[config.mk]
export PLATFORM = sky130hd
export DESIGN_NAME = epp_cycle_gate
export DESIGN_NICKNAME = d
export VERILOG_FILES = /design/src/rtl/epp_pkg.sv /design/src/rtl/epp_gate.sv /design/src/rtl/epp_tmo_flag.sv /design/src/rtl/epp_byte_seq.sv /design/src/rtl/epp_cycle_gate.sv
export SDC_FILE = /design/constraint.sdc
export NUM_CORES = 1
export LEC_CHECK = 0
export ABC_CLOCK_PERIOD_IN_PS = 3430
export CORE_ASPECT_RATIO = 0.5
export CORE_MARGIN = 1
export CORE_UTILIZATION = 35
export CTS_CLUSTER_DIAMETER = 30
export DETAILED_ROUTE_END_ITERATION = 6
export PLACE_DENSITY_LB_ADDON = 0.08
export SLEW_MARGIN = 30
export SYNTH_ARGS = -nofsm -noshare
export SYNTH_HDL_FRONTEND = slang
export SYNTH_HIERARCHICAL = 1
export SYNTH_SLANG_ARGS = --single-unit
[constraint.sdc]
create_clock -name clk -period 3.43 [get_ports clk]
set_clock_uncertainty 0.05 [all_clocks]
set_input_delay 0.686 -clock clk [delete_from_list [all_inputs] [get_ports clk]]
set_output_delay 0.686 -clock clk [all_outputs]
set_load 0.01 [all_outputs]
[src/rtl/epp_pkg.sv]
package epp_pkg;
  localparam logic [2:0] OFF_STATUS = 3'd1;
  localparam logic [2:0] OFF_ADDR   = 3'd3;
  localparam logic [2:0] OFF_DATA   = 3'd4;
  localparam logic [7:0] GATE_MASK  = 8'h2F;
  localparam logic [7:0] GATE_WR    = 8'h04;
  localparam logic [7:0] GATE_RD    = 8'h24;
  typedef enum logic [1:0] {ST_IDLE, ST_XFER, ST_DONE} seq_st_t;
endpackage

[src/rtl/epp_gate.sv]
module epp_gate
  import epp_pkg::*;
(
  input  logic [7:0] ctrl,
  output logic       wr_ok,
  output logic       rd_ok
);
  always_comb begin
    wr_ok = (ctrl & GATE_MASK) == GATE_WR;
    rd_ok = (ctrl & GATE_MASK) == GATE_RD;
  end
endmodule

[src/rtl/epp_tmo_flag.sv]
module epp_tmo_flag (
  input  logic clk,
  input  logic rst,
  input  logic set,
  input  logic clr,
  output logic flag
);
  always_ff @(posedge clk) begin
    if (rst)      flag <= 1'b0;
    else if (set) flag <= 1'b1;
    else if (clr) flag <= 1'b0;
  end
endmodule

[src/rtl/epp_byte_seq.sv]
module epp_byte_seq
  import epp_pkg::*;
#(
  parameter int HOST_W = 32,
  parameter int BYTE_W = 8
) (
  input  logic              clk,
  input  logic              rst,
  input  logic              host_req,
  input  logic              host_wr,
  input  logic [2:0]        host_off,
  input  logic [1:0]        host_size,
  input  logic [HOST_W-1:0] host_wdata,
  output logic [HOST_W-1:0] host_rdata,
  output logic              host_ready,
  input  logic [BYTE_W-1:1] port_status,
  input  logic              tmo_flag,
  input  logic              wr_ok,
  input  logic              rd_ok,
  output logic              tmo_set,
  output logic              tmo_clr,
  output logic              dn_req,
  output logic              dn_wr,
  output logic              dn_addr_cyc,
  output logic [BYTE_W-1:0] dn_wdata,
  input  logic [BYTE_W-1:0] dn_rdata,
  input  logic              dn_ack,
  input  logic              dn_err
);
  localparam int NB = HOST_W / BYTE_W;
  localparam int IW = (NB > 1) ? $clog2(NB) : 1;

  seq_st_t          st;
  logic [IW-1:0]    idx, last, nidx;
  logic [HOST_W-1:0] wbuf, rbuf, rbuf_nx;
  logic             wr_q;
  logic             acc_epp, acc_ok;
  logic [IW+1:0]    raw_nb;
  logic [IW:0]      acc_nb, acc_last;

  function automatic logic [HOST_W-1:0] lane_ones(input logic [IW:0] n);
    logic [HOST_W-1:0] r;
    r = '0;
    for (int k = 0; k < NB; k++)
      if (k < int'(n)) r[k*BYTE_W +: BYTE_W] = '1;
    return r;
  endfunction

  always_comb begin
    acc_epp  = (host_off == OFF_ADDR) || (host_off == OFF_DATA);
    acc_ok   = host_wr ? wr_ok : rd_ok;
    raw_nb   = (IW+2)'(1) << host_size;
    if (host_off == OFF_ADDR)      acc_nb = (IW+1)'(1);
    else if (raw_nb > (IW+2)'(NB)) acc_nb = (IW+1)'(NB);
    else                           acc_nb = raw_nb[IW:0];
    acc_last = acc_nb - (IW+1)'(1);
    nidx     = idx + IW'(1);
    tmo_set  = (st == ST_XFER) && dn_req && dn_err;
    tmo_clr  = (st == ST_IDLE) && host_req && host_wr &&
               (host_off == OFF_STATUS) && host_wdata[0];
    rbuf_nx  = rbuf;
    if (dn_ack && !dn_err && !wr_q) rbuf_nx[idx*BYTE_W +: BYTE_W] = dn_rdata;
  end

  always_ff @(posedge clk) begin
    if (rst) begin
      st <= ST_IDLE; host_ready <= 1'b0; host_rdata <= '0;
      dn_req <= 1'b0; dn_wr <= 1'b0; dn_addr_cyc <= 1'b0; dn_wdata <= '0;
      idx <= '0; last <= '0; wbuf <= '0; rbuf <= '0; wr_q <= 1'b0;
    end else begin
      case (st)
        ST_IDLE: begin
          host_ready <= 1'b0;
          if (host_req) begin
            if (acc_epp && acc_ok) begin
              st          <= ST_XFER;
              dn_req      <= 1'b1;
              dn_wr       <= host_wr;
              dn_addr_cyc <= (host_off == OFF_ADDR);
              dn_wdata    <= host_wdata[BYTE_W-1:0];
              wbuf        <= host_wdata;
              rbuf        <= lane_ones(acc_nb);
              idx         <= '0;
              last        <= acc_last[IW-1:0];
              wr_q        <= host_wr;
            end else begin
              st         <= ST_DONE;
              host_ready <= 1'b1;
              if (acc_epp)
                host_rdata <= host_wr ? '0 : lane_ones(acc_nb);
              else if (host_off == OFF_STATUS && !host_wr)
                host_rdata <= {{(HOST_W-BYTE_W){1'b0}}, port_status, tmo_flag};
              else
                host_rdata <= '0;
            end
          end
        end
        ST_XFER: begin
          if (dn_ack || dn_err) begin
            rbuf <= rbuf_nx;
            if (dn_err || idx == last) begin
              dn_req     <= 1'b0;
              st         <= ST_DONE;
              host_ready <= 1'b1;
              host_rdata <= wr_q ? '0 : rbuf_nx;
            end else begin
              idx      <= nidx;
              dn_wdata <= wbuf[nidx*BYTE_W +: BYTE_W];
            end
          end
        end
        default: begin
          host_ready <= 1'b0;
          st         <= ST_IDLE;
        end
      endcase
    end
  end
endmodule

[src/rtl/epp_cycle_gate.sv]
module epp_cycle_gate #(
  parameter int HOST_W = 32,
  parameter int BYTE_W = 8
) (
  input  logic              clk,
  input  logic              rst,
  input  logic              host_req,
  input  logic              host_wr,
  input  logic [2:0]        host_off,
  input  logic [1:0]        host_size,
  input  logic [HOST_W-1:0] host_wdata,
  output logic [HOST_W-1:0] host_rdata,
  output logic              host_ready,
  input  logic [7:0]        ctrl_reg,
  input  logic [BYTE_W-1:1] port_status,
  output logic              dn_req,
  output logic              dn_wr,
  output logic              dn_addr_cyc,
  output logic [BYTE_W-1:0] dn_wdata,
  input  logic [BYTE_W-1:0] dn_rdata,
  input  logic              dn_ack,
  input  logic              dn_err
);
  logic wr_ok, rd_ok, tmo_set, tmo_clr, tmo_q;

  epp_gate i_gate (.ctrl(ctrl_reg), .wr_ok(wr_ok), .rd_ok(rd_ok));

  epp_tmo_flag i_tmo (.clk(clk), .rst(rst), .set(tmo_set), .clr(tmo_clr), .flag(tmo_q));

  epp_byte_seq #(.HOST_W(HOST_W), .BYTE_W(BYTE_W)) i_seq (
    .clk(clk), .rst(rst),
    .host_req(host_req), .host_wr(host_wr), .host_off(host_off),
    .host_size(host_size), .host_wdata(host_wdata),
    .host_rdata(host_rdata), .host_ready(host_ready),
    .port_status(port_status), .tmo_flag(tmo_q),
    .wr_ok(wr_ok), .rd_ok(rd_ok), .tmo_set(tmo_set), .tmo_clr(tmo_clr),
    .dn_req(dn_req), .dn_wr(dn_wr), .dn_addr_cyc(dn_addr_cyc),
    .dn_wdata(dn_wdata), .dn_rdata(dn_rdata), .dn_ack(dn_ack), .dn_err(dn_err)
  );
endmodule

==> metrics.yaml <==
yosys:
  async_flop_share: 0
  ys.flop_type: "dfxtp_1"
  syn_nets: 777
  ys_types: 61
  syn_avg_cell_area_um2: 8.63
  syn_inst: 706
  ys_seq_area_frac: 0.378
  synth_edf_count: 0
  synth_area_um2: 6090
  synth_seq_cells: 115
  yosysWarningCount: 6
clock_tree:
  numCtsBuffers: 17
  cts_buffer_depth: 2
  worstSkewPairLatency_ps: 410
  cts_root_buffer: "clkbuf_16"
  cts_resized: 0
  htree_levels: 4
  post_cts_buffers: 0
  clock-sinks: 115
  cts_tree: "built"
  clk_pin_slew_ps: 60
  ctsHoldBuffers: 0
timing:
  worst_slack_ps: 718
  finalSetupTns_ps: 0
  finalHoldViolations: 0
  period_share: 0.791
  fmax_mhz: 369
  drv_slew: 0
  worst_pin_slew_ps: 808
  setup_violations: 0
  period_needed_ps: 2710
  rsz0062_at_grt: "no"
  slew_headroom: 0.462
worst_setup_path:
  ff2ff_setup_slack_ps: 800
  critPathLaunchType: "primary input"
  cp_max_fo: 31
  critPathRequiredTime_ps: 3690
  end_kind: "flop"
  arrival_ps: 2970
  worstSetupPathType: "primary input to flop"
finish:
  drive_above_1_share: 0.134
  diodes: 0
  syn_to_final_growth_pct: 29.3
  stdcell_count: 1023
  nets: 854
  finish.instance_area_um2: 7880
placed_design:
  dp_slack_ps: 323
  placed_cell_area_um2: 7270
  dp_cells: 991
  hpwl_um: 12100
  port_buffers: 106
  gp_congestion: 0.832
drt:
  drt_pass1_iterations: 4
  drc: 0
  route.antenna.remaining_nets: 0
  drt_iter0_drc: 351
  via_per_inst: 5.66
  wl_per_cell_um: 18.3
  postRouteWirelength_um: 18700
  vias: 5792
global_route:
  grt_pass1_vias: 5417
  grt_max_degree: 66
  grt_pass1_wl_um: 29700
  grt.total_usage: 0.214
  grt_antenna_before_repair: 0
  overflow: 0
power_and_ir_drop:
  switching_share: 0.235
  pwr-share-seq: 0.393
  p_leak_nw: 2.54
  p_per_area_nw_per_um2: 448
  power_frac_comb: 0.090
  p_switching_w: 0.000831
  vdd_ir_drop_max_mv: 0.316
  internal_power_w: 0.00270
  clkPwrFrac: 0.517
outcome:
  outcome: "finished, final reports clean"
floorplan:
  die_area_um2: 18000
  start_util: 0.365
  die-height_um: 95.3
  io_pins: 110
  die_x_um: 189
  fp-row-count: 33
  core_um2: 16700
hold_path:
  hp-class: "flop to flop"
flow_run:
  cap_violations: 0
-- stage by stage --
step           utilization  power [W]  hold slack, ps
2_1_floorplan            -    0.00156             383
3_3_place_gp         0.436    0.00173             391
3_5_place_dp         0.436    0.00173             395
4_1_cts              0.472    0.00356             404
5_1_grt              0.472    0.00366             425
6_report             0.472    0.00353             404
-- worst paths after layout --
kind,cells after the start,to,from
setup / recovery,8,i_seq/rbuf[3]$_SDFFE_PP0P_,ctrl_reg[2]
hold reg to reg,2,i_seq/wbuf[22]$_SDFFE_PP0P_,i_seq/wbuf[22]$_SDFFE_PP0P_
setup reg to reg,6,i_seq/host_rdata[19]$_SDFFE_PP0P_,i_seq/idx[1]$_SDFFE_PP0P_
hold / removal,2,i_seq/wbuf[22]$_SDFFE_PP0P_,i_seq/wbuf[22]$_SDFFE_PP0P_
-- power groups by stage --
stage,clock (W),sequential [W],combinational (W)
after floorplan,0,0.00142,0.000135
after global placement,0,0.00141,0.000317
after detailed placement,0,0.00141,0.000317
after CTS,0.00186,0.00139,0.000318
after global routing,0.00193,0.00139,0.000343
final,0.00183,0.00139,0.000317
-- critical path, stage by stage --
cell             delay (ps)
clkdlybuf4s50_1         500
nand2b_4                 70
nor4b_4                 230
mux2_2                  240
o211a_2                 230
buf_4                   400
o22ai_2                 260
a221oi_1                350
-- cell families (layout without fill, tap and decap cells) --
family | Yosys count | in the layout | share of synthesized area
buffers and inverters | 93 | 183 | 0.0762
adder cells (fa/ha/maj) | 5 | 5 | 0.0103
AND/OR/NAND/NOR | 257 | 257 | 0.224
AO/OA/AOI/OAI | 221 | 221 | 0.270
multiplexers | 13 | 13 | 0.0386
XOR/XNOR | 2 | 2 | 0.00287
flip-flops | 115 | 115 | 0.378
-- metal layers --
metal | track usage | vias up | routed length (µm)
met1 | 0.301 | 2824 | 9310
met2 | 0.331 | 170 | 8210
li1 | - | 2780 | -
met4 | 0.0598 | 0 | 209
met3 | 0.0423 | 18 | 976
met5 | 0 | - | 0
-- flip-flops by register name, indices dropped and copies added (netlist names) --
signal,count
i_seq/host_rdata,32
i_seq/rbuf,32
i_seq/wbuf,32
i_seq/dn_wdata,8
i_seq/idx,2
i_seq/last,2
i_seq/st,2
i_seq/dn_addr_cyc,1
i_seq/dn_req,1
i_seq/host_ready,1
i_seq/wr_q,1
i_tmo/flag,1
-- cell type report --
class | count | area (µm²)
clock buffers | 20 | 447
clock inverters | 12 | 158
fillers | 1630 | 8800
inverters | 21 | 78.8
multi-input cells | 498 | 3340
flip-flops and latches | 115 | 2300
well taps | 227 | 284
repair buffers | 130 | 1260
-- cell usage in the layout (no fill, tap or decap), types with 6 or more instances in the layout --
cell type and instances:
nor3_2 7, nand2_1 124, a211oi_2 10, mux4_2 8
a21oi_1 43, nand3_1 15, clkdlybuf4s50_1 105, a311oi_1 40
and4bb_2 6, nor2_1 16, dfxtp_1 115, inv_1 21
a211oi_1 13, clkbuf_16 17, a21o_1 13, and2_1 13
nor3_1 32, a221oi_1 40, o21ai_0 42, buf_4 23
and3_1 8
-- synthesized netlist by cell type, types with 15 or more instances --
cell	number	area share
nor2_1	16	0.0099
nand3_1	15	0.012
dfxtp_1	115	0.38
buf_2	25	0.021
a311oi_1	40	0.057
clkbuf_1	30	0.018
inv_1	21	0.013
nand2_1	124	0.076
a21oi_1	43	0.035
nor3_1	32	0.026
a221oi_1	40	0.057
o21ai_0	42	0.034
Note: power is estimated with default switching activity, not from simulation.
